**src/rtl/pwm_pkg.sv**
```systemverilog
package pwm_pkg;
   typedef enum logic [1:0] {
      DRV_OFF_0  = 2'b00,
      DRV_OFF_1  = 2'b01,
      DRV_NONINV = 2'b10,
      DRV_INV    = 2'b11
   } drive_mode_e;

   localparam int unsigned DIV_LOG_8    = 3;
   localparam int unsigned DIV_LOG_64   = 6;
   localparam int unsigned DIV_LOG_256  = 8;
   localparam int unsigned DIV_LOG_1024 = 10;
endpackage

```
**src/rtl/pwm_prescaler.sv**
```systemverilog
module pwm_prescaler #(
   parameter int unsigned PRE_W = 10
) (
   input  logic       clk,
   input  logic       rst_n,
   input  logic [2:0] sel,
   output logic       tick
);
   import pwm_pkg::*;

   if (PRE_W < DIV_LOG_1024) begin : g_bad_pre_w
      $error("PRE_W too small for the largest division");
   end

   logic [PRE_W-1:0] pre;

   always_ff @(posedge clk or negedge rst_n) begin
      if (!rst_n) pre <= '0;
      else        pre <= pre + 1'b1;
   end

   always_comb begin
      case (sel)
         3'd1:    tick = 1'b1;
         3'd2:    tick = &pre[DIV_LOG_8-1:0];
         3'd3:    tick = &pre[DIV_LOG_64-1:0];
         3'd4:    tick = &pre[DIV_LOG_256-1:0];
         3'd5:    tick = &pre[DIV_LOG_1024-1:0];
         default: tick = 1'b0;
      endcase
   end
endmodule

```
**src/rtl/pwm_updown_counter.sv**
```systemverilog
module pwm_updown_counter #(
   parameter int unsigned CNT_W = 10,
   parameter int unsigned MIN_W = 8
) (
   input  logic             clk,
   input  logic             rst_n,
   input  logic             tick,
   input  logic [1:0]       res,
   output logic [CNT_W-1:0] cnt,
   output logic [CNT_W-1:0] top,
   output logic [CNT_W-1:0] nxt,
   output logic             step_up,
   output logic             at_top
);
   localparam int unsigned MAX_STEP = CNT_W - MIN_W;

   logic rising;
   logic nxt_rising;
   int unsigned width;

   always_comb begin
      width = MIN_W + ((int'(res) > MAX_STEP) ? MAX_STEP : int'(res));
      top   = {CNT_W{1'b1}} >> (CNT_W - width);
   end

   always_comb begin
      if (rising) begin
         if (cnt >= top) begin
            nxt = cnt - 1'b1; nxt_rising = 1'b0;
         end else begin
            nxt = cnt + 1'b1; nxt_rising = 1'b1;
         end
      end else begin
         if (cnt == '0) begin
            nxt = cnt + 1'b1; nxt_rising = 1'b1;
         end else begin
            nxt = cnt - 1'b1; nxt_rising = 1'b0;
         end
      end
   end

   assign step_up = nxt_rising;
   assign at_top  = tick && rising && (cnt >= top);

   always_ff @(posedge clk or negedge rst_n) begin
      if (!rst_n) begin
         cnt    <= '0;
         rising <= 1'b1;
      end else if (tick) begin
         cnt    <= nxt;
         rising <= nxt_rising;
      end
   end

   // one step per strobe, in either direction
   a_r1_step_one: assert property (@(posedge clk) disable iff (!rst_n)
      tick |=> ((cnt == $past(cnt) + 1'b1) || (cnt == $past(cnt) - 1'b1)));
   // no strobe, no movement
   a_r1_hold_idle: assert property (@(posedge clk) disable iff (!rst_n)
      !tick |=> $stable(cnt));
endmodule

```
**src/rtl/pwm_channel.sv**
```systemverilog
module pwm_channel #(
   parameter int unsigned CNT_W = 10
) (
   input  logic             clk,
   input  logic             rst_n,
   input  logic             tick,
   input  logic             at_top,
   input  logic             step_up,
   input  logic [CNT_W-1:0] nxt,
   input  logic [CNT_W-1:0] top,
   input  logic [1:0]       mode,
   input  logic             wr,
   input  logic [CNT_W-1:0] wdata,
   output logic [CNT_W-1:0] pending,
   output logic             pin,
   output logic             oe
);
   import pwm_pkg::*;

   logic [CNT_W-1:0] active;
   logic [CNT_W-1:0] cmp;
   logic             inv;
   logic             lvl;

   assign cmp = (at_top ? pending : active) & top;
   assign inv = (mode == DRV_INV);
   assign oe  = mode[1];
   assign pin = oe & lvl;

   always_ff @(posedge clk or negedge rst_n) begin
      if (!rst_n) begin
         pending <= '0;
         active  <= '0;
      end else begin
         if (wr)     pending <= wdata;
         if (at_top) active  <= pending;
      end
   end

   always_ff @(posedge clk or negedge rst_n) begin
      if (!rst_n) begin
         lvl <= 1'b0;
      end else if (tick && (nxt == cmp)) begin
         if (cmp == '0)       lvl <= inv;
         else if (cmp == top) lvl <= ~inv;
         else                 lvl <= step_up ? inv : ~inv;
      end
   end

   // the active value moves only when the count leaves TOP
   a_r2_latch_at_top: assert property (@(posedge clk) disable iff (!rst_n)
      !$stable(active) |-> $past(at_top));
   // a write is visible in the pending register on the next cycle
   a_r3_pending_write: assert property (@(posedge clk) disable iff (!rst_n)
      wr |=> (pending == $past(wdata)));
   // a disconnected channel drives nothing
   a_r7_pin_off: assert property (@(posedge clk) disable iff (!rst_n)
      !mode[1] |-> (!pin && !oe));
   // the level moves only on strobe cycles
   a_r8_level_on_tick: assert property (@(posedge clk) disable iff (!rst_n)
      !$stable(lvl) |-> $past(tick));
endmodule

```
**src/rtl/dual_slope_pwm.sv**
```systemverilog
module dual_slope_pwm #(
   parameter int unsigned CNT_W = 10,
   parameter int unsigned MIN_W = 8,
   parameter int unsigned PRE_W = 10
) (
   input  logic             clk,
   input  logic             rst_n,
   input  logic [2:0]       clk_sel,
   input  logic [1:0]       res_sel,
   input  logic [1:0]       mode_a,
   input  logic [1:0]       mode_b,
   input  logic             wr_en,
   input  logic             wr_sel,
   input  logic [CNT_W-1:0] wr_data,
   input  logic             rd_sel,
   output logic [CNT_W-1:0] rd_data,
   output logic [CNT_W-1:0] count_o,
   output logic             pwm_a,
   output logic             pwm_b,
   output logic             oe_a,
   output logic             oe_b
);
   localparam int unsigned N_CH = 2;

   if (CNT_W < MIN_W) begin : g_bad_cnt_w
      $error("CNT_W must be at least MIN_W");
   end
   if (CNT_W > MIN_W + 3) begin : g_bad_res_span
      $error("resolution select spans at most four widths");
   end

   logic             tick;
   logic [CNT_W-1:0] top;
   logic [CNT_W-1:0] nxt;
   logic             step_up;
   logic             at_top;

   logic [1:0]       ch_mode [N_CH];
   logic [CNT_W-1:0] ch_pend [N_CH];
   logic             ch_pin  [N_CH];
   logic             ch_oe   [N_CH];

   assign ch_mode[0] = mode_a;
   assign ch_mode[1] = mode_b;

   pwm_prescaler #(.PRE_W(PRE_W)) u_pre (
      .clk(clk), .rst_n(rst_n), .sel(clk_sel), .tick(tick)
   );

   pwm_updown_counter #(.CNT_W(CNT_W), .MIN_W(MIN_W)) u_cnt (
      .clk(clk), .rst_n(rst_n), .tick(tick), .res(res_sel),
      .cnt(count_o), .top(top), .nxt(nxt), .step_up(step_up), .at_top(at_top)
   );

   for (genvar c = 0; c < N_CH; c++) begin : g_ch
      pwm_channel #(.CNT_W(CNT_W)) u_ch (
         .clk(clk), .rst_n(rst_n), .tick(tick), .at_top(at_top),
         .step_up(step_up), .nxt(nxt), .top(top), .mode(ch_mode[c]),
         .wr(wr_en && (wr_sel == 1'(c))), .wdata(wr_data),
         .pending(ch_pend[c]), .pin(ch_pin[c]), .oe(ch_oe[c])
      );
   end

   assign rd_data = ch_pend[rd_sel];
   assign pwm_a   = ch_pin[0];
   assign pwm_b   = ch_pin[1];
   assign oe_a    = ch_oe[0];
   assign oe_b    = ch_oe[1];
endmodule

```
**config.mk**
```make
export PLATFORM = sky130hd
export DESIGN_NAME = dual_slope_pwm
export DESIGN_NICKNAME = d
export VERILOG_FILES = /design/src/rtl/pwm_pkg.sv /design/src/rtl/pwm_prescaler.sv /design/src/rtl/pwm_updown_counter.sv /design/src/rtl/pwm_channel.sv /design/src/rtl/dual_slope_pwm.sv
export SDC_FILE = /design/constraint.sdc
export NUM_CORES = 1
export LEC_CHECK = 0
export BUFFER_PORTS_ARGS = -buffer_cell sky130_fd_sc_hd__buf_4
export CAP_MARGIN = 20
export CORE_MARGIN = 8
export CORE_UTILIZATION = 53
export CTS_BUF_LIST = sky130_fd_sc_hd__clkbuf_8 sky130_fd_sc_hd__clkbuf_16
export DETAILED_ROUTE_END_ITERATION = 6
export MAX_ROUTING_LAYER = met4
export PLACE_DENSITY = 0.8
export SLEW_MARGIN = 20
export SYNTH_ARGS = -nofsm -noshare
export SYNTH_HDL_FRONTEND = slang
export SYNTH_SLANG_ARGS = --single-unit
```
**constraint.sdc**
```tcl
create_clock -name clk -period 2.9 [get_ports clk]
set_input_delay 0.58 -clock clk [delete_from_list [all_inputs] [get_ports clk]]
set_output_delay 0.58 -clock clk [all_outputs]
set_load 0.02 [all_outputs]
```
==> results of run 1 <==
state kept, by name (all words and copies together) (netlist names):
name               cells
g_ch.u_ch.active      20
u_pre.pre             10
u_cnt.cnt             10
u_cnt.rising           1
g_ch.u_ch.lvl          2
g_ch.u_ch.pending     20
layout by cell type, fill, tap and decap left out, types with 5 or more instances in the layout:
cell type / count
clkbuf_8: 9
xnor2_1: 20
and3_1: 5
nand3_1: 12
buf_4: 137
mux2i_1: 5
nor2b_1: 7
a31oi_1: 5
dfrtp_1: 62
nor2_1: 31
nand4_1: 11
and2_1: 5
nand2_1: 28
inv_1: 10
xor2_1: 13
ha_1: 5
a21oi_1: 7
mux2_2: 40
nor3_1: 5
final cells by class:
cell class	count	area [um2]	share of cell area, %
multi-input cells	287	2410	44.3
inverters	13	48.8	0.897
clock inverters	7	104	1.91
clock buffers	9	124	2.28
well taps	99	124	2.28
flip-flops and latches	63	1580	29.0
repair buffers	139	1050	19.3
kinds of logic (layout without fill, tap and decap cells):
| logic type | count (synthesis) | in the layout | synth area share [%] |
|---|---|---|---|
| flops | 63 | 63 | 39.7 |
| simple gates | 130 | 130 | 17.6 |
| buf+inv | 26 | 168 | 3.33 |
| fa+ha+maj | 10 | 10 | 3.15 |
| other cells | 1 | 3 | 0.0943 |
| mux | 52 | 52 | 14.8 |
| compound gates | 51 | 51 | 10.0 |
| xor+xnor | 41 | 41 | 11.4 |
power by group through the flow:
stage               logic (mW)  clock network (mW)  registers (mW)
detailed placement        1.58                   0            1.16
global placement          1.55                   0            1.15
global route              1.81               0.942            1.17
finish                    1.67               0.890            1.15
CTS                       1.64               0.898            1.15
floorplan                0.875                   0            1.20
per-layer routing:
layer	global-route usage [%]	vias to the layer above	share of wire (%)
li1	-	1623	-
met1	27.2	1704	42
met2	37.8	110	50
met3	3.24	30	4.2
met4	11.1	0	3.1
met5	-	-	0
worst paths after layout:
path                                                  endpoint  cells after the start  slack (ns)                startpoint
min in group clk           g_ch[0].u_ch.pending[7]$_DFFE_PN0P_                      2        0.47                wr_data[7]
max                               g_ch[0].u_ch.lvl$_DFFE_PN0P_                     10       -0.16  u_cnt.cnt[0]$_DFFE_PN0P_
max in group asynchronous     g_ch[0].u_ch.active[8]$_DFF_PN0_                      1        2.05                     rst_n
min reg2reg                             u_pre.pre[9]$_DFF_PN0_                      1        0.47    u_pre.pre[9]$_DFF_PN0_
min                                   u_cnt.cnt[3]$_DFFE_PN0P_                      1        0.29                     rst_n
max reg2reg                       g_ch[0].u_ch.lvl$_DFFE_PN0P_                     10       -0.16  u_cnt.cnt[0]$_DFFE_PN0P_
metrics by stage:
step                      setup slack (ns)  hold WS (ns)  TNS, ns  cells  util (%)
final                               -0.161         0.288   -0.312    617      75.0
after global routing                -0.275         0.373   -0.526    617      75.0
after CTS                           -0.159         0.352   -0.313    616      74.2
after detailed placement            -0.547         0.466    -1.09    593      69.7
after global placement              -0.483         0.456   -0.924    593      69.7
after floorplan                     -0.304         0.284   -0.564    376         -
timing repair:
action | 4_1_cts | 5_1_grt
buffers inserted | 7 | 1
pin swaps | 6 | 4
setup endpoints to repair | 2 | 2
gates resized for setup | 12 | 10
worst max-delay path, stage by stage, from the launching register on:
cell and delay [ns]:
dfrtp_1 0.39, ha_2 0.18, and3_4 0.19, o41a_1 0.35
o211a_4 0.27, nand2_8 0.11, mux2_4 0.32, xnor2_1 0.12
or4b_1 0.52, nor4_2 0.16, mux2_2 0.36
==> impl_metrics.json, run 1 <==
{
  "peakVddDrop_v": 0.000474,
  "drive_gt1_share_pct": 45.2,
  "ant_nets": 0,
  "power_density_nw_per_um2": 683,
  "syn_to_final_growth_pct": 36.7,
  "core-area_um2": 7250,
  "seqPwrFrac_pct": 31.0,
  "hold_buffers": 0,
  "status": "complete, but fails checks",
  "drcViolationCount": 0,
  "cts.path.max_buffers": 2,
  "finalSetupViolations": 2,
  "worstSetupStartpointType": "flop",
  "drt_iter0_markers": 184,
  "yosysSeqAreaShare_pct": 39.7,
  "hold_class": "in2async",
  "fin_crit_ns": 3.06,
  "synth_common_cells": "dfrtp_1 (62), mux2_2 (42), nor2_1 (32)",
  "gp_congestion": 0.920,
  "netlist_area_um2": 3980,
  "path_class": "reg2reg",
  "synthTopCellsByArea": "dfrtp_1 (39%), mux2_2 (12%), xnor2_1 (4.4%), ha_1 (3.1%), xor2_1 (3.1%)",
  "finalInstanceArea_um2": 5440,
  "drv_cap": 0,
  "finClkSkew_ns": 0.0137,
  "worstPathRequired_ns": 3.14,
  "yosys_most_used_dff": "dfrtp_1",
  "layout_setup_ws_ns": -0.161,
  "grt_max_degree": 64,
  "htreeDepth": 3,
  "gr-total-overflow": 0,
  "cts_tree": "done",
  "slew_violations": 0,
  "tightest_slew_ns": 0.803,
  "drt-total-wl_um": 11000,
  "total_power_mw": 3.71,
  "std_cell_rows": 31,
  "syn_avg_cell_area_um2": 10.6,
  "relSlewSlack_pct": 46.5,
  "grt_pass1_wl_um": 18300,
  "leakage_nw": 2.66,
  "finalHoldViolCount": 0,
  "endpoint_kind": "flop",
  "first_pass_iters": 4,
  "yosys.cell_count.top_type": "dfrtp_1",
  "track_usage_pct": 23.0,
  "cts_buffers": 9,
  "synth_edf_count": 0,
  "worstSkewPairLatency_ns": 0.35,
  "violations": "negative setup slack",
  "synth_warnings": 0,
  "initial_core_util_pct": 54.8,
  "antenna_found_initial": 0,
  "synth_cells": 374,
  "p_clk_share_pct": 24.0,
  "path_max_fanout": 9,
  "synth.top_cell.area_share_pct": 39.0,
  "synth_area_leader_cell": "dfrtp_1",
  "finalNetCount": 547,
  "fp.dieW_um": 103,
  "grt_pass1_vias": 3771,
  "power.internal_mw": 2.35,
  "port_buffers": 47,
  "async_reset_ff_share_pct": 100,
  "cp.arrival_ns": 3.30,
  "die_y_um": 103,
  "antenna_cells": 0,
  "yosysUniqueCellTypes": 59,
  "switching_share_pct": 36.7,
  "ys_ff_latch": 63,
  "clockRootBuffer": "clkbuf_8",
  "combPwrFrac_pct": 45.1,
  "rsz0062_at_grt": "yes",
  "p_sw_mw": 1.36,
  "dp.final_hpwl_um": 8270,
  "dpl_cell_area_um2": 5050,
  "clock_sinks": 63,
  "wl_per_cell_um": 17.9,
  "fmax_mhz": 327,
  "path_clk_slew_ns": 0.09,
  "viasPerCell": 5.62,
  "via_count": 3467,
  "die-area_um2": 10500,
  "final.period_utilization_pct": 106,
  "ioPinCount": 48,
  "fillerInstances": 492
}
Note: power is estimated with default switching activity, not from simulation.
==> run 2, diff against run 1 <==
- PLACE_DENSITY: 0.8 -> 0.79
==> impl_metrics.json, run 2 (synthesized netlist as in run 1, its figures left out) <==
{
  "drv_cap": 0,
  "finalSetupViolations": 2,
  "worstSetupStartpointType": "flop",
  "core-area_um2": 7250,
  "cts_buffers": 9,
  "cts.path.max_buffers": 2,
  "slowest_stage": "dfrtp_1",
  "fin_tns_setup_ns": -0.452,
  "hold_class": "in2async",
  "path_clk_slew_ns": 0.08,
  "leakage_nw": 2.69,
  "fillerInstances": 474,
  "port_buffers": 47,
  "wl_met1_um": 4810,
  "p_sw_mw": 1.34,
  "track_usage_pct": 22.7,
  "seqPwrFrac_pct": 32.2,
  "die-area_um2": 10500,
  "layout_setup_ws_ns": -0.246,
  "grt_pass1_wl_um": 18000,
  "p_clk_share_pct": 20.4,
  "place_ws_ns": -0.573,
  "slew_violations": 0,
  "drt_iter0_markers": 162,
  "top_layer_used": "met4",
  "cts_tree": "done",
  "clock_sinks": 63,
  "clockRootBuffer": "clkbuf_8",
  "power_density_nw_per_um2": 649,
  "reg.largest.list": "g_ch.u_ch.active: 20 flops, g_ch.u_ch.pending: 20 flops",
  "cp_slowest_stage_delay_ns": 0.39,
  "met2WireLength_um": 5750,
  "path_class": "reg2reg",
  "total_power_mw": 3.55,
  "drcViolationCount": 0,
  "wl_per_cell_um": 18.7,
  "fmax_mhz": 318,
  "rrSetupSlack_ns": -0.25,
  "final_cell_mix": "buf_4 (140), dfrtp_1 (62), mux2_2 (37)",
  "fin_crit_ns": 3.15,
  "dp.final_hpwl_um": 8200,
  "endpoint_kind": "flop",
  "finClkSkew_ns": 0.0111,
  "worstSkewPairLatency_ns": 0.34,
  "relSlewSlack_pct": 45.9,
  "first_pass_iters": 4,
  "fp.dieW_um": 103,
  "rsz0062_at_grt": "yes",
  "critPathBufInv": 3,
  "antenna_cells": 0,
  "std_cell_rows": 31,
  "worstPathRequired_ns": 3.12,
  "finalNetCount": 552,
  "grt_pass1_vias": 3732,
  "tightest_slew_ns": 0.811,
  "viasPerCell": 5.73,
  "peakVddDrop_v": 0.000398,
  "ant_nets": 0,
  "layout_commonest_cell": "buf_4",
  "violations": "negative setup slack",
  "ioPinCount": 48,
  "path_delay_family": "simple AND/OR/NAND/NOR gates",
  "cp.arrival_ns": 3.37,
  "route.met3.wl_um": 561,
  "drive_gt1_share_pct": 46.3,
  "gr-total-overflow": 0,
  "critical_path.cell_chain": "ha_1, and3_4, o41a_1, o211a_4, nand2_8, buf_12, buf_8, mux2i_1, inv_1, xnor2_1, nor4b_2, nand4_1, mux2_4",
  "hold_buffers": 0,
  "antenna_found_initial": 0,
  "via_count": 3562,
  "finalHoldViolCount": 0,
  "htreeDepth": 3,
  "gp_congestion": 0.967,
  "final.period_utilization_pct": 108,
  "drt-total-wl_um": 11600,
  "die_y_um": 103,
  "syn_to_final_growth_pct": 37.6,
  "initial_core_util_pct": 54.8,
  "path_max_fanout": 7,
  "status": "complete, but fails checks",
  "grt_max_degree": 64,
  "combPwrFrac_pct": 47.4,
  "switching_share_pct": 37.7,
  "power.internal_mw": 2.21
}
==> run 2: cell type report <==
cell class                      count  area, um2  area share (%)
Clock buffer                       11        151            2.77
Tap cell                           99        124            2.26
Sequential cell                    63       1580            28.8
Inverter                           13       48.8           0.892
Timing Repair Buffer              144       1120            20.4
Multi-Input combinational cell    287       2420            44.2
Clock inverter                      5       32.5           0.595
==> run 2: what timing repair did <==
item,4_1_cts,5_1_grt
pin swaps,7,4
setup buffers,6,7
resized for setup,12,13
endpoints found under the setup margin,2,2
==> run 2: final timing paths <==
check                                    startpoint                             endpoint  depth (start not counted)
min reg2reg                  u_pre.pre[9]$_DFF_PN0_               u_pre.pre[9]$_DFF_PN0_                          1
max reg2reg                u_cnt.cnt[0]$_DFFE_PN0P_         g_ch[1].u_ch.lvl$_DFFE_PN0P_                         13
min in group clk                         wr_data[7]  g_ch[1].u_ch.pending[7]$_DFFE_PN0P_                          2
max in group asynchronous                     rst_n     g_ch[1].u_ch.active[3]$_DFF_PN0_                          1
max                        u_cnt.cnt[0]$_DFFE_PN0P_         g_ch[1].u_ch.lvl$_DFFE_PN0P_                         13
min                                           rst_n             u_cnt.cnt[3]$_DFFE_PN0P_                          1
==> run 2: layer usage <==
layer / global-route usage (%) / up-vias
met5: - / -
met4: 9.82 / 0
met3: 3.17 / 38
met2: 38.0 / 126
met1: 26.6 / 1766
li1: - / 1632
==> run 2: through the flow <==
step / utilization (%) / area (um2) / cells / hold slack (ns)
finish: 75.4 / 5470 / 622 / 0.313
global route: 75.4 / 5470 / 622 / 0.382
CTS: 73.9 / 5360 / 615 / 0.365
detailed placement: 69.8 / 5070 / 593 / 0.476
global placement: 69.8 / 5070 / 593 / 0.455
floorplan: - / 4040 / 376 / 0.284
==> run 2: worst reg2reg max path, delay by kind of cell (launching register included) <==
family,cells,cell delay (ns)
AO/OA/AOI/OAI,2,0.62
XOR/XNOR,1,0.15
adder cells (fa/ha/maj),1,0.20
buffers and inverters,3,0.37
flip-flops,1,0.39
multiplexers,2,0.59
AND/OR/NAND/NOR,4,0.72
==> run 2: power groups by stage <==
| stage | clock (mW) | sequential [mW] | combinational (mW) |
|---|---|---|---|
| 2_1_floorplan | 0 | 1.20 | 0.875 |
| 3_3_place_gp | 0 | 1.15 | 1.55 |
| 3_5_place_dp | 0 | 1.15 | 1.58 |
| 4_1_cts | 0.728 | 1.14 | 1.62 |
| 5_1_grt | 0.769 | 1.16 | 1.81 |
| 6_report | 0.722 | 1.14 | 1.68 |
==> run 3, diff against run 2 <==
- CORE_UTILIZATION: 53 -> 59
- PLACE_DENSITY: 0.79 -> 0.83
- RECOVER_POWER: default -> 100
- clock period: 2.9 -> 3.4 ns (I/O delays scaled with it)
==> impl_metrics.json, run 3 (synthesized netlist as in run 1, its figures left out) <==
{
  "endpoint_kind": "flop",
  "grt_max_degree": 64,
  "wl_per_cell_um": 19.4,
  "wl_met1_um": 4650,
  "antenna_found_initial": 0,
  "finalNetCount": 502,
  "met2WireLength_um": 5360,
  "cts_buffers": 9,
  "clock_sinks": 63,
  "fin_crit_ns": 3.26,
  "dpl_cell_area_um2": 4720,
  "power_density_nw_per_um2": 603,
  "cts.path.max_buffers": 2,
  "worstPathRequired_ns": 3.64,
  "finalHoldViolCount": 0,
  "clockRootBuffer": "clkbuf_8",
  "worstSkewPairLatency_ns": 0.35,
  "cp_slowest_stage_delay_ns": 0.36,
  "track_usage_pct": 23.7,
  "leakage_nw": 2.35,
  "slew_violations": 64,
  "finClkSkew_ns": 0.00746,
  "syn_to_final_growth_pct": 20.9,
  "first_pass_iters": 5,
  "fmax_mhz": 307,
  "relSlewSlack_pct": -4.08,
  "path_class": "in2reg",
  "postCtsSetupBuffers": 0,
  "die-area_um2": 9620,
  "hold_class": "reg2reg",
  "ioPinCount": 48,
  "rr_startpoint": "u_cnt.cnt[0]$_DFFE_PN0P_",
  "peakVddDrop_v": 0.000380,
  "tightest_slew_ns": 1.56,
  "initial_core_util_pct": 59.9,
  "crit_path_start": "res_sel[1]",
  "drt_iter0_markers": 145,
  "cp.arrival_ns": 3.50,
  "htreeDepth": 3,
  "viasPerCell": 6.07,
  "via_count": 3359,
  "fp.dieW_um": 98.1,
  "reg.largest.list": "g_ch.u_ch.active: 20 flops, g_ch.u_ch.pending: 20 flops",
  "top_layer_used": "met4",
  "rsz0062_at_grt": "no",
  "violations": "max-capacitance violations, max-slew violations",
  "dp.final_hpwl_um": 7760,
  "fin_tns_setup_ns": 0,
  "std_cell_rows": 30,
  "finalInstanceArea_um2": 4810,
  "grt_pass1_wl_um": 17700,
  "drv_cap": 1,
  "antenna_cells": 0,
  "min_from": "u_pre.pre[4]$_DFF_PN0_",
  "path_max_fanout": 9,
  "final_cell_mix": "dfrtp_1 (62), buf_4 (60), mux2_2 (36)",
  "layout_commonest_cell": "dfrtp_1",
  "cts_tree": "done",
  "ant_nets": 0,
  "grt_pass1_vias": 3508,
  "hold_buffers": 0,
  "die_y_um": 98.1,
  "finalSetupViolations": 0,
  "status": "complete, but fails checks",
  "route.met3.wl_um": 496,
  "port_buffers": 47,
  "gr-total-overflow": 0,
  "worstSetupStartpointType": "input pin",
  "path_clk_slew_ns": 0.08,
  "slowest_stage": "mux2_1",
  "core-area_um2": 6640,
  "critical_path.cell_chain": "buf_4, or2_2, inv_1, ha_1, o41a_1, o211a_2, nand2_4, buf_4, mux2_1, xnor3_1, nand4_1, nor4_2, mux2_2",
  "drive_gt1_share_pct": 28.8,
  "cpMostUsedCell": "buf_4",
  "drt-total-wl_um": 10700,
  "drcViolationCount": 0,
  "final.period_utilization_pct": 95.8,
  "gp_congestion": 0.984
}
run 3: path summary, 6_finish.rpt:
check,to,slack [ns],depth (start not counted)
worst max register to register,g_ch[0].u_ch.lvl$_DFFE_PN0P_,0.14,11
worst max-delay path,g_ch[0].u_ch.lvl$_DFFE_PN0P_,0.14,13
worst min register to register,u_pre.pre[4]$_DFF_PN0_,0.48,1
worst min-delay path,u_pre.pre[4]$_DFF_PN0_,0.48,1
min in group asynchronous,u_cnt.cnt[2]$_DFFE_PN0P_,0.70,1
max in group asynchronous,u_cnt.cnt[7]$_DFFE_PN0P_,1.75,1
run 3: worst max-delay path, delay by kind of cell:
kind	cells	cell delay (ns)
xor+xnor	1	0.28
buf+inv	3	0.37
fa+ha+maj	1	0.25
simple gates	4	0.79
mux	2	0.72
compound gates	2	0.41
run 3: per-stage QoR:
| stage | cells | worst slack (ns) | utilization, % | power [mW] | hold WS (ns) |
|---|---|---|---|---|---|
| detailed placement | 537 | -0.205 | 71.0 | 2.22 | 0.466 |
| global route | 553 | 0.00972 | 72.4 | 3.05 | 0.523 |
| floorplan | 376 | 0.0384 | - | 1.77 | 0.384 |
| CTS | 553 | 0.141 | 74.3 | 2.96 | 0.440 |
| global placement | 537 | -0.148 | 71.0 | 2.18 | 0.457 |
| finish | 553 | 0.142 | 72.4 | 2.90 | 0.483 |
run 3: repair_timing:
| action | CTS | global route |
|---|---|---|
| endpoints found under the hold margin | 0 | 0 |
| setup endpoints to repair | 0 | 2 |
| resized for setup | 0 | 1 |
run 3: report_power, final:
group / switching (mW) / internal (mW) / total [mW]
sequential: 0.167 / 0.850 / 1.02
combinational: 0.596 / 0.548 / 1.14
clock: 0.326 / 0.414 / 0.740
total: 1.09 / 1.81 / 2.90
run 3: layer usage:
layer	track usage (%)	vias to the layer above
met5	-	-
met4	9.35	0
met3	4.91	22
met2	38.7	105
met1	27.9	1699
li1	-	1533
run 3: layout make-up:
class                           count  area [um2]
Multi-Input combinational cell    287        2250
Fill cell                         501        1830
Sequential cell                    63        1580
Timing Repair Buffer               94         611
Clock buffer                        9         124
Tap cell                           80         100
Clock inverter                      7        95.1
Inverter                           13        48.8
